==> src/rtl/stat_pkg.sv <==
package stat_pkg;
    // counter arrangement: one packet and one octet counter per traffic source
    typedef enum logic [1:0] {
        SRC_TX    = 2'd0,
        SRC_RX    = 2'd1,
        SRC_BCAST = 2'd2
    } src_e;

    localparam int NUM_SRC = 3;
    localparam int NUM_CNT = 2 * NUM_SRC;

    // control register layout
    localparam int BIT_FREEZE = 0;
    localparam int BIT_SAT    = 1;
    localparam int BIT_RDCLR  = 2;
    localparam int BIT_PFULL  = 3;
    localparam int BIT_DROP   = 4;
    localparam int BIT_CLR    = 5;
    localparam int BIT_PRESET = 6;
    localparam int CTRL_W     = 7;

    // register addresses
    localparam int ADDR_CTRL  = 0;
    localparam int ADDR_CNT0  = 1;
    localparam int ADDR_FLAGS = 8;
    localparam int ADDR_MASK  = 9;

    typedef struct packed {
        logic count_drop;
        logic preset_full;
        logic clr_on_rd;
        logic saturate;
        logic freeze;
    } ctrl_t;

    function automatic src_e cnt_src(input int idx);
        return src_e'(idx / 2);
    endfunction

    function automatic bit cnt_is_octet(input int idx);
        return (idx % 2) == 1;
    endfunction
endpackage

==> src/rtl/stat_counter.sv <==
module stat_counter #(
    parameter int CNT_W    = 32,
    parameter bit IS_OCTET = 1'b0,
    parameter int BYTE_W   = 14
) (
    input  logic              clk,
    input  logic              rst_n,
    input  logic              clr_all,
    input  logic              preset,
    input  logic              preset_full,
    input  logic              freeze,
    input  logic              saturate,
    input  logic              rd_clear,
    input  logic              event_en,
    input  logic [BYTE_W-1:0] byte_cnt,
    output logic [CNT_W-1:0]  count,
    output logic              half_hit,
    output logic              full_hit
);
    localparam int              GAP      = IS_OCTET ? 2048 : 16;
    localparam logic [CNT_W-1:0] GAP_V   = CNT_W'(GAP);
    localparam logic [CNT_W-1:0] MAX_V   = {CNT_W{1'b1}};
    localparam logic [CNT_W-1:0] PRE_FULL = {CNT_W{1'b0}} - GAP_V;
    localparam logic [CNT_W-1:0] PRE_HALF = {1'b0, {(CNT_W-1){1'b1}}} - GAP_V + CNT_W'(1);

    typedef struct packed {
        logic [CNT_W-1:0] count;
    } cnt_state_t;

    cnt_state_t      st_d, st_q;
    logic [CNT_W:0]  step;
    logic [CNT_W:0]  total;

    always_comb begin
        st_d     = st_q;
        half_hit = 1'b0;
        full_hit = 1'b0;
        step     = '0;
        if (event_en && !freeze) begin
            if (IS_OCTET) step = (CNT_W+1)'(byte_cnt);
            else          step = (CNT_W+1)'(1);
        end
        total = {1'b0, st_q.count} + step;
        if (clr_all) begin
            st_d.count = '0;
        end else if (preset) begin
            st_d.count = preset_full ? PRE_FULL : PRE_HALF;
        end else if (rd_clear) begin
            // reload with this cycle's increment so a coinciding event survives
            st_d.count = step[CNT_W-1:0];
        end else begin
            if (total[CNT_W]) begin
                full_hit   = 1'b1;
                st_d.count = saturate ? MAX_V : total[CNT_W-1:0];
            end else begin
                st_d.count = total[CNT_W-1:0];
            end
            half_hit = !st_q.count[CNT_W-1] && st_d.count[CNT_W-1];
        end
    end

    always_ff @(posedge clk or negedge rst_n) begin
        if (!rst_n) st_q <= '0;
        else        st_q <= st_d;
    end

    assign count = st_q.count;

    assert_clear_zero_R1: assert property (@(posedge clk) disable iff (!rst_n)
        clr_all |=> count == '0);

    assert_preset_load_R2: assert property (@(posedge clk) disable iff (!rst_n)
        (preset && !clr_all) |=> count == ($past(preset_full) ? PRE_FULL : PRE_HALF));

    assert_sat_hold_R6: assert property (@(posedge clk) disable iff (!rst_n)
        (saturate && count == MAX_V && !clr_all && !preset && !rd_clear) |=> count == MAX_V);

    assert_rdclr_reload_R8: assert property (@(posedge clk) disable iff (!rst_n)
        (rd_clear && !clr_all && !preset && !event_en) |=> count == '0);

    assert_freeze_hold_R9: assert property (@(posedge clk) disable iff (!rst_n)
        (freeze && !clr_all && !preset && !rd_clear) |=> $stable(count));
endmodule

==> src/rtl/stat_ctrl.sv <==
module stat_ctrl
    import stat_pkg::*;
(
    input  logic              clk,
    input  logic              rst_n,
    input  logic              wr_en,
    input  logic [CTRL_W-1:0] wr_data,
    output ctrl_t             cfg,
    output logic              clr_pulse,
    output logic              preset_pulse
);
    typedef struct packed {
        ctrl_t cfg;
        logic  clr;
        logic  pre;
    } ctrl_state_t;

    ctrl_state_t st_d, st_q;

    always_comb begin
        st_d     = st_q;
        st_d.clr = 1'b0;
        st_d.pre = 1'b0;
        if (wr_en) begin
            st_d.cfg.freeze      = wr_data[BIT_FREEZE];
            st_d.cfg.saturate    = wr_data[BIT_SAT];
            st_d.cfg.clr_on_rd   = wr_data[BIT_RDCLR];
            st_d.cfg.preset_full = wr_data[BIT_PFULL];
            st_d.cfg.count_drop  = wr_data[BIT_DROP];
            st_d.clr             = wr_data[BIT_CLR];
            // clear has priority: a preset in the same write never latches
            st_d.pre             = wr_data[BIT_PRESET] && !wr_data[BIT_CLR];
        end
    end

    always_ff @(posedge clk or negedge rst_n) begin
        if (!rst_n) st_q <= '0;
        else        st_q <= st_d;
    end

    assign cfg          = st_q.cfg;
    assign clr_pulse    = st_q.clr;
    assign preset_pulse = st_q.pre;

    assert_clr_self_clear_R1: assert property (@(posedge clk) disable iff (!rst_n)
        (clr_pulse && !(wr_en && wr_data[BIT_CLR])) |=> !clr_pulse);

    assert_preset_self_clear_R2: assert property (@(posedge clk) disable iff (!rst_n)
        (preset_pulse && !(wr_en && wr_data[BIT_PRESET])) |=> !preset_pulse);

    assert_clear_beats_preset_R3: assert property (@(posedge clk) disable iff (!rst_n)
        (wr_en && wr_data[BIT_CLR]) |=> (clr_pulse && !preset_pulse));
endmodule

==> src/rtl/stat_irq.sv <==
module stat_irq #(
    parameter int N = 6
) (
    input  logic           clk,
    input  logic           rst_n,
    input  logic [N-1:0]   half_hit,
    input  logic [N-1:0]   full_hit,
    input  logic           flag_wr,
    input  logic           mask_wr,
    input  logic [2*N-1:0] wr_data,
    output logic [N-1:0]   half_flags,
    output logic [N-1:0]   full_flags,
    output logic [N-1:0]   mask,
    output logic           irq
);
    typedef struct packed {
        logic [N-1:0] half;
        logic [N-1:0] full;
        logic [N-1:0] mask;
    } irq_state_t;

    irq_state_t st_d, st_q;

    always_comb begin
        st_d = st_q;
        if (flag_wr) begin
            st_d.half = st_d.half & ~wr_data[N-1:0];
            st_d.full = st_d.full & ~wr_data[2*N-1:N];
        end
        // a new hit wins over a clear in the same cycle
        st_d.half = st_d.half | half_hit;
        st_d.full = st_d.full | full_hit;
        if (mask_wr) st_d.mask = wr_data[N-1:0];
    end

    always_ff @(posedge clk or negedge rst_n) begin
        if (!rst_n) st_q <= '0;
        else        st_q <= st_d;
    end

    assign half_flags = st_q.half;
    assign full_flags = st_q.full;
    assign mask       = st_q.mask;
    assign irq        = |((st_q.half | st_q.full) & st_q.mask);

    assert_half_sticky_R11: assert property (@(posedge clk) disable iff (!rst_n)
        (|half_hit) |=> ((half_flags & $past(half_hit)) == $past(half_hit)));

    assert_full_sticky_R11: assert property (@(posedge clk) disable iff (!rst_n)
        (|full_hit) |=> ((full_flags & $past(full_hit)) == $past(full_hit)));

    assert_flags_hold_R11: assert property (@(posedge clk) disable iff (!rst_n)
        (!flag_wr && !(|half_hit) && !(|full_hit)) |=> $stable({half_flags, full_flags}));

    assert_irq_raise_R12: assert property (@(posedge clk) disable iff (!rst_n)
        ((|((half_hit | full_hit) & mask)) && !mask_wr) |=> irq);
endmodule

==> src/rtl/stat_bank.sv <==
module stat_bank
    import stat_pkg::*;
#(
    parameter int WIDE_W   = 32,
    parameter int NARROW_W = 16,
    parameter int BYTE_W   = 14,
    parameter int ADDR_W   = 4,
    parameter int RDATA_W  = 32
) (
    input  logic                 clk,
    input  logic                 rst_n,
    input  logic                 tx_good,
    input  logic [BYTE_W-1:0]    tx_bytes,
    input  logic                 rx_good,
    input  logic                 rx_bcast,
    input  logic                 rx_bcast_drop,
    input  logic [BYTE_W-1:0]    rx_bytes,
    input  logic [ADDR_W-1:0]    reg_addr,
    input  logic                 reg_wr,
    input  logic [2*NUM_CNT-1:0] reg_wdata,
    input  logic                 reg_rd,
    input  logic [3:0]           reg_rd_be,
    output logic [RDATA_W-1:0]   reg_rdata,
    output logic                 irq
);
    localparam int BC0 = 2 * int'(SRC_BCAST);

    ctrl_t                 cfg;
    logic                  clr_pulse;
    logic                  preset_pulse;
    logic                  ctrl_wr;
    logic                  flag_wr;
    logic                  mask_wr;
    logic                  rd_active;
    logic                  drop_counted;
    logic [NUM_CNT-1:0]    ev;
    logic [NUM_CNT-1:0]    rd_clr;
    logic [NUM_CNT-1:0]    half_hit;
    logic [NUM_CNT-1:0]    full_hit;
    logic [NUM_CNT-1:0]    half_flags;
    logic [NUM_CNT-1:0]    full_flags;
    logic [NUM_CNT-1:0]    irq_mask;
    logic [RDATA_W-1:0]    cnt_val [NUM_CNT];
    logic [RDATA_W-1:0]    rd_mux;

    assign ctrl_wr      = reg_wr && (reg_addr == ADDR_W'(ADDR_CTRL));
    assign flag_wr      = reg_wr && (reg_addr == ADDR_W'(ADDR_FLAGS));
    assign mask_wr      = reg_wr && (reg_addr == ADDR_W'(ADDR_MASK));
    assign rd_active    = reg_rd && (|reg_rd_be);
    assign drop_counted = rx_bcast_drop && cfg.count_drop;

    stat_ctrl u_ctrl (
        .clk          (clk),
        .rst_n        (rst_n),
        .wr_en        (ctrl_wr),
        .wr_data      (reg_wdata[CTRL_W-1:0]),
        .cfg          (cfg),
        .clr_pulse    (clr_pulse),
        .preset_pulse (preset_pulse)
    );

    for (genvar gi = 0; gi < NUM_CNT; gi++) begin : g_cnt
        localparam src_e SRC = cnt_src(gi);
        localparam int   W   = (SRC == SRC_BCAST) ? NARROW_W : WIDE_W;

        logic [W-1:0]      value;
        logic [BYTE_W-1:0] bytes_sel;

        assign ev[gi]     = (SRC == SRC_TX) ? tx_good :
                            (SRC == SRC_RX) ? rx_good : (rx_bcast || drop_counted);
        assign bytes_sel  = (SRC == SRC_TX) ? tx_bytes : rx_bytes;
        assign rd_clr[gi] = rd_active && reg_rd_be[0] && cfg.clr_on_rd &&
                            (reg_addr == ADDR_W'(ADDR_CNT0 + gi));

        stat_counter #(
            .CNT_W    (W),
            .IS_OCTET (cnt_is_octet(gi)),
            .BYTE_W   (BYTE_W)
        ) u_cnt (
            .clk         (clk),
            .rst_n       (rst_n),
            .clr_all     (clr_pulse),
            .preset      (preset_pulse),
            .preset_full (cfg.preset_full),
            .freeze      (cfg.freeze),
            .saturate    (cfg.saturate),
            .rd_clear    (rd_clr[gi]),
            .event_en    (ev[gi]),
            .byte_cnt    (bytes_sel),
            .count       (value),
            .half_hit    (half_hit[gi]),
            .full_hit    (full_hit[gi])
        );

        assign cnt_val[gi] = RDATA_W'(value);
    end

    stat_irq #(.N(NUM_CNT)) u_irq (
        .clk        (clk),
        .rst_n      (rst_n),
        .half_hit   (half_hit),
        .full_hit   (full_hit),
        .flag_wr    (flag_wr),
        .mask_wr    (mask_wr),
        .wr_data    (reg_wdata),
        .half_flags (half_flags),
        .full_flags (full_flags),
        .mask       (irq_mask),
        .irq        (irq)
    );

    always_comb begin
        rd_mux = '0;
        if (reg_addr == ADDR_W'(ADDR_CTRL))  rd_mux = RDATA_W'({preset_pulse, clr_pulse, cfg});
        if (reg_addr == ADDR_W'(ADDR_FLAGS)) rd_mux = RDATA_W'({full_flags, half_flags});
        if (reg_addr == ADDR_W'(ADDR_MASK))  rd_mux = RDATA_W'(irq_mask);
        for (int i = 0; i < NUM_CNT; i++) begin
            if (reg_addr == ADDR_W'(ADDR_CNT0 + i)) rd_mux = cnt_val[i];
        end
    end

    assign reg_rdata = rd_active ? rd_mux : '0;

    assert_drop_ignored_R10: assert property (@(posedge clk) disable iff (!rst_n)
        (rx_bcast_drop && !rx_bcast && !cfg.count_drop && !clr_pulse && !preset_pulse &&
         !rd_clr[BC0] && !rd_clr[BC0+1])
        |=> ($stable(cnt_val[BC0]) && $stable(cnt_val[BC0+1])));

    assert_rdata_idle_R7: assert property (@(posedge clk) disable iff (!rst_n)
        !reg_rd |-> reg_rdata == '0);
endmodule

==> config.mk <==
export PLATFORM = sky130hd
export DESIGN_NAME = stat_bank
export DESIGN_NICKNAME = d
export VERILOG_FILES = /design/src/rtl/stat_pkg.sv /design/src/rtl/stat_counter.sv /design/src/rtl/stat_ctrl.sv /design/src/rtl/stat_irq.sv /design/src/rtl/stat_bank.sv
export SDC_FILE = /design/constraint.sdc
export NUM_CORES = 1
export LEC_CHECK = 0
export BUFFER_PORTS_ARGS = -buffer_cell sky130_fd_sc_hd__buf_2
export CAP_MARGIN = 20
export CORE_UTILIZATION = 39
export CTS_CLUSTER_SIZE = 25
export DETAILED_ROUTE_END_ITERATION = 8
export GPL_TIMING_DRIVEN = 0
export PLACE_DENSITY = 0.53
export SLEW_MARGIN = 30
export SYNTH_ARGS = -nofsm -noshare
export SYNTH_HDL_FRONTEND = slang
export SYNTH_SLANG_ARGS = --single-unit
==> constraint.sdc <==
create_clock -name clk -period 4.75 [get_ports clk]
set_input_delay 0.475 -clock clk [delete_from_list [all_inputs] [get_ports clk]]
set_output_delay 0.475 -clock clk [all_outputs]
set_load 0.1 [all_outputs]
==> out/metrics.csv, run 1 <==
metric;value;unit
ys_seq_area_share;36.20;%
cts_tree;yes;
worstSetupPathType;flop to flop;
worst_slew_pin_slew;0.9720;ns
die_w;183.1;um
fin_cells;2099;
p_leak;0.006319;uW
slowest_delay;0.55;ns
synth_top_family_by_area;simple AND/OR/NAND/NOR gates;
clockBufferDepth;2;
grt_max_degree;78;
clkLatencyLatePin;0.46;ns
portBuffers;85;
ys_seq_elements;185;
drv_cap;0;
crit_arrival;4.84;ns
rows;65;
drt-total-wl;46470;um
p_sw_share;40.67;%
synth_xor_area_share;9.862;%
peakVddDrop;0.2377;mV
cts_buffers;17;
antenna_left;0;
fin_skew;0.01031;ns
dp_hpwl;35480;um
hold_viol_final;0;
final_core_util;45.51;%
cts_root_buf;clkbuf_16;
dp.cells;2064;
critPathRequiredTime;5.13;ns
comb_power_share;39.9;%
synth_enable_flop_cells;0;
layout.nets;1749;
crit_chain;buf_6, nor2b_1, clkbuf_1, ha_1, ha_1, nand3_1, nor3_1, and2_1, and4_1, nand2_1, buf_2, a21oi_1, nor2_1, nor2_1;
power_density;487.0;nW/um2
synth_cell_types;77;
synth-main-ff-cell;dfrtp_1;
period_share;93.83;%
hp-class;input port to flop;
yosys.area_share.simple;21.88;%
area_delta_synth_final;13.45;%
track_usage;28.78;%
drt_first_pass_iters;8;
async_reset_ff_share;100.0;%
power.internal;4192;uW
critPathCaptureType;flop;
fmax;224.4;MHz
rsz0062_at_grt;no;
grt_pass1_wl;72030;um
startpoint_type;flop;
timing.hold.ws;0.2788;ns
clock-sinks;185;
synth_area_per_cell;8.299;um2
synth_warnings;0;
vias;12060;
core-area;31880;um2
n_fill_cell;3279;
die_h;183.1;um
post-cts-setup-buffers;0;
ios;89;
r2r_slack;0.29;ns
die_area;33520;um2
status;finished clean;
setup_viol;0;
routedWlPerCell;22.14;um
overflow;0;
seq_power_share;38.2;%
crit_buf_inv;3;
synthMuxAreaShare;3.307;%
cts.clk_slew.worst_paths;0.07;ns
clock_power_share;21.9;%
antenna_found_initial;2;
cp_top_family;simple AND/OR/NAND/NOR gates;
first_iter_violations;1257;
total_power;7065;uW
maxSlewViolCount;0;
drive_gt1_share;11.63;%
final_common_cell;a21oi_1;
relSlewSlack;34.66;%
period_needed;4.457;ns
syn-instance-count;1541;
via_per_inst;5.745;
grt_pass1_vias;11840;
final_cell_mix;a21oi_1 (186), dfrtp_1 (185), nand2_1 (180);
place_congestion;0.9473;
crit_fanout;11;
h-tree-depth;4;
drc;0;
synth_nets;1642;
synth_compound_area_share;20.88;%
critPathSlowestCell;clkbuf_1;
synth-adder-area-share;4.540;%
p_switching;2873;uW
netlist_area;12790;um2
start_util;40.11;%
[worst paths after layout]
| check | cells past startpoint | startpoint | endpoint |
|---|---|---|---|
| setup / recovery | 14 | u_ctrl.cfg[0]$_DFFE_PN0P_ | g_cnt[2].u_cnt.count[19]$_DFF_PN0_ |
| hold / removal | 4 | reg_wdata[8] | u_irq.full_flags[2]$_DFF_PN0_ |
| hold reg to reg | 1 | u_irq.mask[1]$_DFFE_PN0P_ | u_irq.mask[1]$_DFFE_PN0P_ |
| min in group asynchronous | 2 | rst_n | g_cnt[3].u_cnt.count[7]$_DFF_PN0_ |
| setup reg to reg | 14 | u_ctrl.cfg[0]$_DFFE_PN0P_ | g_cnt[2].u_cnt.count[19]$_DFF_PN0_ |
| max in group asynchronous | 4 | rst_n | g_cnt[1].u_cnt.count[24]$_DFF_PN0_ |
[per-layer routing]
layer	global-route usage, %	share of wire (%)	wire length, um	vias to the layer above
met5	0	0	0	-
met4	7.700	2.2	1021	0
met3	4.369	6.1	2816	54
met2	45.16	45	20980	383
met1	41.15	47	21660	5922
li1	-	-	-	5700
[worst min-delay path, delay by kind of cell]
family	cells	cell delay (ns)
buffers and inverters	1	0.08
and+or+nand+nor	3	0.15
[area by class of cell]
cell class,count,area (um2),share of cell area [%]
flip-flops and latches,185,4629,31.91
diodes,4,10.01,0.06899
inverters,28,108.9,0.7503
clock inverters,12,163.9,1.130
multi-input cells,1250,7774,53.58
clock buffers,19,452.9,3.122
plain buffers,77,320.3,2.208
well taps,435,544.3,3.751
repair buffers,89,505.5,3.484
[registers in the layout (all words and copies together), names as in the netlist]
register and flops:
u_irq.mask 6, u_ctrl.clr_pulse 1, u_ctrl.preset_pulse 1, g_cnt.u_cnt.count 160, u_irq.full_flags 6, u_irq.half_flags 6, u_ctrl.cfg 5
[synth_stat cells, drive strengths merged, types with 24 or more instances]
cell	number	share of area, %
a21oi	188	7.4
dfrtp	185	36
nand2	181	5.3
nor2	175	5.2
o21ai	78	3.1
xnor2	73	5.0
xor2	71	4.9
clkbuf	55	1.6
nand3	55	2.2
and2	46	2.3
ha	44	4.3
and3	32	1.6
nor3	30	1.3
inv	28	0.82
a31oi	24	1.2
[logic make-up (layout without fill, tap and decap cells)]
kind of cell	count (synthesis)	after routing
xor gates and xnor gates	144	144
muxes	39	39
adders and majority gates	46	46
buffers and inverters	106	225
DFF	185	185
other	0	4
AOI/OAI and AO/OA	428	428
and+or+nand+nor	593	593
[per-stage QoR]
stage,area (um2),setup slack (ns),setup TNS [ns]
after detailed placement,13850,-0.4087,-3.795
after floorplan,12790,0.7947,0
after CTS,14480,0.002009,0
after global placement,13760,-0.4255,-44.19
after global routing,14500,0.03912,0
final,14510,0.2929,0
[power by group through the flow]
stage	Clock, uW	Combinational (uW)	Sequential (uW)
after detailed placement	0	2780	2710
after global routing	1630	3140	2760
after floorplan	0	2220	2460
after CTS	1580	2800	2680
final	1550	2820	2700
after global placement	0	2730	2710
[timing repair]
item,CTS,global route
resized for setup,1,6
endpoints found under the hold margin,49,0
setup endpoints to repair,15,18
pin swaps,0,0
hold buffers,1,0
Power figures use the tool's default switching activity.
==> run 2: changes to the inputs <==
--- a/config.mk
+++ b/config.mk
@@ -11,7 +11,8 @@
 export CTS_CLUSTER_SIZE = 25
 export DETAILED_ROUTE_END_ITERATION = 8
 export GPL_TIMING_DRIVEN = 0
-export PLACE_DENSITY = 0.53
+export PLACE_DENSITY_LB_ADDON = 0.05
+export REMOVE_ABC_BUFFERS = 1
 export SLEW_MARGIN = 30
 export SYNTH_ARGS = -nofsm -noshare
 export SYNTH_HDL_FRONTEND = slang
==> out/metrics.csv, run 2 (synthesis gave the netlist of run 1 again) <==
metric;value;unit;change
clock-sinks;185;;unchanged
drv_cap;0;;unchanged
first_iter_violations;861;;was 1257
clkLatencyLatePin;0.45;ns;was 0.46 ns
die_h;183.1;um;unchanged
clockBufferDepth;2;;unchanged
setup_tns;0;ns;unchanged
layout.nets;1690;;was 1749
grt_pass1_vias;11390;;was 11.84k
drc;0;;unchanged
rsz0062_at_grt;no;;unchanged
grt_max_degree;66;;was 78
multi_input_area;7810;um2;was 7774 um2
h-tree-depth;4;;unchanged
core-area;31880;um2;unchanged
period_needed;4.465;ns;was 4.457 ns
cts_buffers;17;;unchanged
start_util;40.11;%;unchanged
die_area;33520;um2;unchanged
hold_viol_final;0;;unchanged
finalInstanceArea;14350;um2;was 14510 um2
relSlewSlack;36.58;%;was 34.66%
final_common_cell;a21oi_1;;unchanged
seq_area;4637;um2;was 4629 um2
cts_tree;yes;;unchanged
p_leak;0.006278;uW;was 0.006319 uW
worst_slew_pin_slew;0.9502;ns;was 0.9720 ns
setup_viol;0;;unchanged
hp-start;reg_wdata[5];;was reg_wdata[8]
worstSetupPathType;flop to flop;;unchanged
grt_pass1_wl;67660;um;was 72030 um
critPathCaptureType;flop;;unchanged
period_share;94.00;%;was 93.83%
crit_fanout;12;;was 11
largest_register_ffs;160;;unchanged
drt-total-wl;43740;um;was 46470 um
power_density;479.9;nW/um2;was 487.0 nW/um2
dpl_cell_area;13740;um2;was 13850 um2
track_usage;26.61;%;was 28.78%
portBuffers;88;;was 85
hp-class;input port to flop;;unchanged
critPathRequiredTime;5.11;ns;was 5.13 ns
cts_root_buf;clkbuf_16;;unchanged
routedWlPerCell;21.47;um;was 22.14 um
crit_arrival;4.82;ns;was 4.84 ns
antenna_cells;0;;was 4
overflow;0;;unchanged
fin_skew;0.01057;ns;was 0.01031 ns
fmax;224.0;MHz;was 224.4 MHz
ios;89;;unchanged
status;finished clean;;unchanged
die_w;183.1;um;unchanged
cts.clk_slew.worst_paths;0.07;ns;about the same
maxSlewViolCount;0;;unchanged
area_delta_synth_final;12.17;%;was 13.45%
timing.hold.ws;0.2676;ns;was 0.2788 ns
antenna_left;0;;unchanged
n_fill_cell;3271;;was 3279
reg2reg_from;u_ctrl.cfg[0]$_DFFE_PN0P_;;unchanged
via_per_inst;5.731;;was 5.745
rows;65;;unchanged
peakVddDrop;0.2520;mV;was 0.2377 mV
antenna_found_initial;0;;was 2
critPathLaunch;u_ctrl.cfg[0]$_DFFE_PN0P_;;unchanged
final_cell_mix;a21oi_1 (187), dfrtp_1 (183), nand2_1 (180);;was a21oi_1 (186), dfrtp_1 (185), nand2_1 (180)
startpoint_type;flop;;unchanged
place_congestion;0.8955;;was 0.9473
vias;11680;;was 12.06k
drt_first_pass_iters;5;;was 8
drive_gt1_share;12.92;%;was 11.63%
dp_hpwl;31970;um;was 35480 um
==> run 2: routing by layer <==
metal  GRT usage [%]  vias up  share of wire (%)
met1           37.33     5762                 47
met2           42.74      299                 46
li1                -     5566                  -
met4           7.067        0                2.2
met5               0        -                  0
met3           3.852       48                5.0
==> run 2: worst max-delay path, cell delays in order (launching register included) <==
cell	delay (ns)
dfrtp_1	0.61
or2_2	0.47
clkinvlp_4	0.22
and2_1	0.18
ha_1	0.20
inv_1	0.07
fa_1	0.44
nor2b_1	0.18
o211ai_1	0.13
o21ai_0	0.29
o21ai_0	0.21
a41oi_1	0.42
nand4_1	0.25
buf_4	0.28
a21oi_1	0.13
a21oi_1	0.05
nor3_1	0.21
==> run 2: cell type report <==
class | count | area share, %
well taps | 435 | 3.794
clock buffers | 21 | 3.349
flip-flops and latches | 185 | 32.32
repair buffers | 106 | 4.684
clock inverters | 11 | 0.6106
multi-input cells | 1250 | 54.44
repair inverters | 1 | 0.03489
inverters | 28 | 0.7588
==> run 2: repair_timing <==
item                                    4_1_cts  5_1_grt
pin swaps                                     1        0
setup buffers                                 1        0
endpoints found under the setup margin       16       53
gates resized for setup                       1        5
gates cloned                                  0        1
hold endpoints to repair                     52        0
hold buffers                                  1        0
==> run 2: path summary, 6_finish.rpt <==
path,slack [ns],to,cells past startpoint
max,0.29,g_cnt[5].u_cnt.count[9]$_DFF_PN0_,16
min,0.27,u_ctrl.preset_pulse$_DFF_PN0_,2
max reg2reg,0.29,g_cnt[5].u_cnt.count[9]$_DFF_PN0_,16
min reg2reg,0.52,u_irq.half_flags[1]$_DFF_PN0_,2
max in group asynchronous,3.15,u_ctrl.preset_pulse$_DFF_PN0_,4
min in group asynchronous,0.55,g_cnt[5].u_cnt.count[4]$_DFF_PN0_,2
==> run 2: per-stage QoR <==
stage | setup slack [ns] | utilization [%] | std cells | total power [uW]
global placement | -2.652 | 42.19 | 1986 | 5378
finish | 0.2850 | 45.00 | 2037 | 6884
global route | 0.04017 | 45.00 | 2037 | 7348
floorplan | -0.1373 | - | 1463 | 4645
detailed placement | -0.6607 | 43.08 | 2002 | 5428
CTS | 0.1114 | 44.93 | 2036 | 6889
==> run 2: where the power goes <==
| part | total, uW | internal [uW] | switching [uW] |
|---|---|---|---|
| sequential | 2760 | 2080 | 678 |
| combinational | 2690 | 1230 | 1460 |
| clock | 1440 | 735 | 700 |
